===== src/rtl/pgc_pkg.sv =====
package pgc_pkg;

    typedef enum logic {
        GATE_IDLE = 1'b0,
        GATE_OPEN = 1'b1
    } gate_state_e;

    // Count expected over a gate when the pulse rate is 5% of the clock rate.
    function automatic int unsigned zero_scale_count(input int unsigned log2_len);
        return ((32'd1 << log2_len) * 32'd5) / 32'd100;
    endfunction

endpackage


===== src/rtl/pgc_edge_sync.sv =====
module pgc_edge_sync #(
    parameter int unsigned STAGES = 2
) (
    input  logic clk,
    input  logic rst,
    input  logic async_i,
    output logic rise_o
);
    // Index 0 takes the raw input; index STAGES keeps the previous synchronised value.
    logic [STAGES:0] chain_q;

    always_ff @(posedge clk) begin
        if (rst) begin
            chain_q <= '0;
        end else begin
            chain_q <= {chain_q[STAGES-1:0], async_i};
        end
    end

    assign rise_o = chain_q[STAGES-1] & ~chain_q[STAGES];

endmodule


===== src/rtl/pgc_gate_timer.sv =====
module pgc_gate_timer
    import pgc_pkg::*;
#(
    parameter int unsigned GATE_LOG2 = 8
) (
    input  logic clk,
    input  logic rst,
    input  logic start_i,
    output logic accept_o,
    output logic open_o,
    output logic close_o
);
    gate_state_e          state_q;
    logic [GATE_LOG2-1:0] tick_q;

    assign open_o   = (state_q == GATE_OPEN);
    assign accept_o = start_i && !open_o;
    assign close_o  = open_o && (tick_q == '1);

    always_ff @(posedge clk) begin
        if (rst) begin
            state_q <= GATE_IDLE;
            tick_q  <= '0;
        end else if (accept_o) begin
            state_q <= GATE_OPEN;
            tick_q  <= '0;
        end else if (open_o) begin
            tick_q <= tick_q + 1'b1;
            if (close_o) begin
                state_q <= GATE_IDLE;
            end
        end
    end

endmodule


===== src/rtl/pgc_edge_accum.sv =====
module pgc_edge_accum #(
    parameter int unsigned CNT_W = 9
) (
    input  logic             clk,
    input  logic             rst,
    input  logic             clear_i,
    input  logic             en_i,
    input  logic             rise_i,
    output logic [CNT_W-1:0] total_o
);
    logic [CNT_W-1:0] acc_q;
    logic             hit;

    assign hit     = en_i && rise_i;
    assign total_o = acc_q + CNT_W'(hit);

    always_ff @(posedge clk) begin
        if (rst || clear_i) begin
            acc_q <= '0;
        end else if (hit) begin
            acc_q <= acc_q + 1'b1;
        end
    end

endmodule


===== src/rtl/pulse_gate_counter.sv =====
module pulse_gate_counter
    import pgc_pkg::*;
#(
    parameter int unsigned GATE_LOG2   = 8,
    parameter int unsigned SYNC_STAGES = 2
) (
    input  logic                 clk,
    input  logic                 rst,
    input  logic                 pulse_in,
    input  logic                 start,
    output logic [GATE_LOG2:0]   count_o,
    output logic [GATE_LOG2:0]   net_o,
    output logic                 done_o
);
    localparam int unsigned CNT_W = GATE_LOG2 + 1;
    localparam logic [CNT_W-1:0] ZERO_CNT = CNT_W'(zero_scale_count(GATE_LOG2));

    typedef struct packed {
        logic [CNT_W-1:0] raw;
        logic [CNT_W-1:0] net;
    } result_t;

    logic             rise;
    logic             accept;
    logic             gate_open;
    logic             gate_close;
    logic [CNT_W-1:0] total;
    result_t          result_q;
    logic             done_q;

    pgc_edge_sync #(.STAGES(SYNC_STAGES)) sync_i (
        .clk     (clk),
        .rst     (rst),
        .async_i (pulse_in),
        .rise_o  (rise)
    );

    pgc_gate_timer #(.GATE_LOG2(GATE_LOG2)) timer_i (
        .clk      (clk),
        .rst      (rst),
        .start_i  (start),
        .accept_o (accept),
        .open_o   (gate_open),
        .close_o  (gate_close)
    );

    pgc_edge_accum #(.CNT_W(CNT_W)) accum_i (
        .clk     (clk),
        .rst     (rst),
        .clear_i (accept),
        .en_i    (gate_open),
        .rise_i  (rise),
        .total_o (total)
    );

    always_ff @(posedge clk) begin
        if (rst) begin
            result_q <= '0;
            done_q   <= 1'b0;
        end else begin
            done_q <= gate_close;
            if (gate_close) begin
                result_q.raw <= total;
                result_q.net <= (total > ZERO_CNT) ? (total - ZERO_CNT) : '0;
            end
        end
    end

    assign count_o = result_q.raw;
    assign net_o   = result_q.net;
    assign done_o  = done_q;

endmodule


===== config.mk =====
export PLATFORM = sky130hd
export DESIGN_NAME = pulse_gate_counter
export DESIGN_NICKNAME = d
export VERILOG_FILES = /design/src/rtl/pgc_pkg.sv /design/src/rtl/pgc_edge_sync.sv /design/src/rtl/pgc_gate_timer.sv /design/src/rtl/pgc_edge_accum.sv /design/src/rtl/pulse_gate_counter.sv
export SDC_FILE = /design/constraint.sdc
export NUM_CORES = 1
export LEC_CHECK = 0
export BUFFER_PORTS_ARGS = -buffer_cell sky130_fd_sc_hd__buf_2
export CAP_MARGIN = 20
export CELL_PAD_IN_SITES_DETAIL_PLACEMENT = 1
export CELL_PAD_IN_SITES_GLOBAL_PLACEMENT = 2
export CORE_MARGIN = 2
export CORE_UTILIZATION = 35
export CTS_BUF_LIST = sky130_fd_sc_hd__clkbuf_4 sky130_fd_sc_hd__clkbuf_8 sky130_fd_sc_hd__clkbuf_16
export CTS_CLUSTER_SIZE = 30
export DETAILED_ROUTE_END_ITERATION = 12
export GPL_TIMING_DRIVEN = 1
export PLACE_DENSITY_LB_ADDON = 0.1
export SETUP_SLACK_MARGIN = 0.2
export SYNTH_ARGS = -nofsm -noshare
export SYNTH_HDL_FRONTEND = slang
export SYNTH_SLANG_ARGS = --single-unit

===== constraint.sdc =====
create_clock -name clk -period 3.3 [get_ports clk]
set_input_delay 0.495 -clock clk [delete_from_list [all_inputs] [get_ports clk]]
set_output_delay 0.495 -clock clk [all_outputs]
set_load 0.03 [all_outputs]

==> flow_metrics.env <==
export IMPL_final_cell_mix="40 x dfxtp_1, 30 x nor2_1, 22 x buf_2"
export IMPL_synthFlopType="dfxtp_1"
export IMPL_drive_above_1_share=0.197
export IMPL_hold_violations=0
export IMPL_cpPeakStageDelay_ns=0.53
export IMPL_use_met3=0.0341
export IMPL_use_met1=0.184
export IMPL_maxCapViolCount=0
export IMPL_fp_row_count=27
export IMPL_boundaryPins=23
export IMPL_grt_use_total=0.148
export IMPL_drt_initial_drc_count=16
export IMPL_power_leakage_nw=0.816
export IMPL_clkLatencyLatePin_ns=0.29
export IMPL_layout_area_overhead_vs_synth_pct=11.3
export IMPL_peakVddDrop_mv=0.188
export IMPL_synth_fa_ha_area_frac=0.0318
export IMPL_dr_pass1_iters=4
export IMPL_synthesis_area_sq_um=1970
export IMPL_use_met2=0.249
export IMPL_drtAntennaViolNets=0
export IMPL_hp_class="in2reg"
export IMPL_synth_top_area_share=0.407
export IMPL_grt_pass1_wl_um=7240
export IMPL_fin_area_sq_um=2190
export IMPL_syn_avg_cell_area_sq_um=9.02
export IMPL_synth_xor_area_share=0.0847
export IMPL_clockRootBuffer="clkbuf_8"
export IMPL_viasPerCell=5.05
export IMPL_crit_type="reg2reg"
export IMPL_slew_headroom=0.464
export IMPL_synth_distinct_cells=45
export IMPL_cp_common_cell="ha_1"
export IMPL_grt_pass1_vias=1473
export IMPL_cts_max_path_buffers=2
export IMPL_grt_busiest_layer="met2"
export IMPL_tightest_slew_ns=0.804
export IMPL_drc=0
export IMPL_path_delay_family="adder cells"
export IMPL_ys_seq_area_frac=0.407
export IMPL_grt_overflow=0
export IMPL_status="finished, final reports clean"
export IMPL_fp_coreArea_sq_um=5470
export IMPL_grt_max_degree=25
export IMPL_synth_simple_area_share=0.271
export IMPL_setup_violations=0
export IMPL_wl_per_cell_um=14.3
export IMPL_pre_cts_slack_ns=0.269
export IMPL_synth_area_mux_share=0.0102
export IMPL_synth_seq_cells=40
export IMPL_synth_cells=218
export IMPL_htreeDepth=2
export IMPL_num_vias=1540
export IMPL_gp_congestion=0.737
export IMPL_slew_viol_final=0
export IMPL_wl_um=4350
export IMPL_start_util=0.359
export IMPL_critPathCaptureType="register"
export IMPL_synth_largest_area_cell="dfxtp_1"
export IMPL_cp_data_arrival_time_ns=2.94
export IMPL_ff2ff_setup_slack_ns=0.53
export IMPL_placed_cell_area_sq_um=2050
export IMPL_power_density_nw_per_um2=433
export IMPL_synth_edf_count=0
export IMPL_syn_nets=227
export IMPL_setup_tns_final_ns=0
export IMPL_cts_resized=0
export IMPL_portBuffers=22
export IMPL_period_minus_slack_ns=2.77
export IMPL_yosys_warnings=0
export IMPL_antenna_found_initial=0
export IMPL_finalNetCount=241
export IMPL_post_cts_setup_buffers=0
export IMPL_cts_buffers=5
export IMPL_fin_crit_sh=0.840
export IMPL_start_kind="register"
export IMPL_path_buf_inv=1
export IMPL_setup_slack_ns=0.527
export IMPL_crit_slowest_cell="dfxtp_1"
export IMPL_n_antenna_cell=0
export IMPL_rsz0062_at_grt="no"
export IMPL_async_flop_share=0
export IMPL_dieArea_sq_um=6230
export IMPL_placedCellCount=297
export IMPL_synth_top_family_by_area="simple AND/OR/NAND/NOR gates"
export IMPL_layout_commonest_cell="dfxtp_1"
export IMPL_finalClockSkew_ns=0.00370
export IMPL_dp_hpwl_um=3290
export IMPL_clock_sinks=40
export IMPL_fmax_mhz=361
export IMPL_clkTransAtPathRegs_ns=0.08
export IMPL_worst_path_max_fanout=9
export IMPL_fp_dieH_um=78.9
export IMPL_tritoncts="done"
export IMPL_finalPower_w=0.000947
export IMPL_layout_cells_non_filler=305
export IMPL_path_cells="inv_4, nor3b_4, ha_1, ha_1, xor2_1, ha_1, nor4b_2, o211ai_4, a22oi_1, nor2_1"
export IMPL_synth_compound_area_share=0.131
export IMPL_synthTopCellsByArea="dfxtp_1 41%, nor2_1 5.7%, xor2_1 5.3%, nand2_1 4.0%, ha_1 3.2%"
export IMPL_die_w_um=78.9
export IMPL_cp_required_ns=3.47
export IMPL_holdBufCountCts=0
-- area by class of cell --
cell class	instances	area, sq um
clock buffers	7	96.3
clock inverters	1	30.0
fillers	664	3290
inverters	1	6.26
multi-input cells	161	1050
flip-flops and latches	40	801
well taps	72	90.1
repair buffers	23	118
-- path summary, 6_finish.rpt --
| kind | from | end | depth (start not counted) |
|---|---|---|---|
| max | timer_i.open_o$_SDFF_PP0_ | net_o[2]$_SDFFE_PP0P_ | 10 |
| min reg2reg | net_o[1]$_SDFFE_PP0P_ | net_o[1]$_SDFFE_PP0P_ | 2 |
| max reg2reg | timer_i.open_o$_SDFF_PP0_ | net_o[2]$_SDFFE_PP0P_ | 10 |
| min | pulse_in | sync_i.chain_q[0]$_SDFF_PP0_ | 2 |
-- where the power goes --
part	leakage (nW)	switching (W)	internal [W]
Sequential	0.323	0.00000479	0.000486
Clock	0.0645	0.000168	0.000267
Combinational	0.428	0.0000136	0.00000773
-- synth_stat cells (3+ instances only) --
cell and number:
dfxtp_1 40, nor2_1 30, nand2_1 21, a21oi_1 12, nand3_1 12, xor2_1 12
nand4_1 8, xnor2_1 7, o21ai_0 6, a211oi_1 5, buf_4 5, buf_6 5
ha_1 5, nor3_1 5, clkbuf_1 4, nor2b_1 4, or3_1 3
-- per-stage QoR --
| step | util | hold slack (ns) |
|---|---|---|
| after floorplan | - | 0.414 |
| after global placement | 0.375 | 0.440 |
| after detailed placement | 0.375 | 0.447 |
| after CTS | 0.398 | 0.451 |
| after global routing | 0.400 | 0.454 |
| final | 0.400 | 0.451 |
-- logic make-up after synthesis --
group,Yosys count
compound gates,35
xor+xnor,19
fa+ha+maj,5
buf+inv,17
flops,40
mux,2
simple gates,100
-- flip-flops by register name, indices dropped and copies added, names as in the netlist --
register,cells
accum_i.acc_q,9
count_o,9
done_o,1
net_o,9
sync_i.chain_q,3
timer_i.open_o,1
timer_i.tick_q,8
-- routing by layer --
| metal | vias up | wire length [um] |
|---|---|---|
| met3 | 5 | 133 |
| met4 | 0 | 72 |
| met2 | 20 | 2040 |
| met5 | - | 0 |
| met1 | 727 | 2110 |
| li1 | 788 | - |
(Power assumes the default switching activity.)
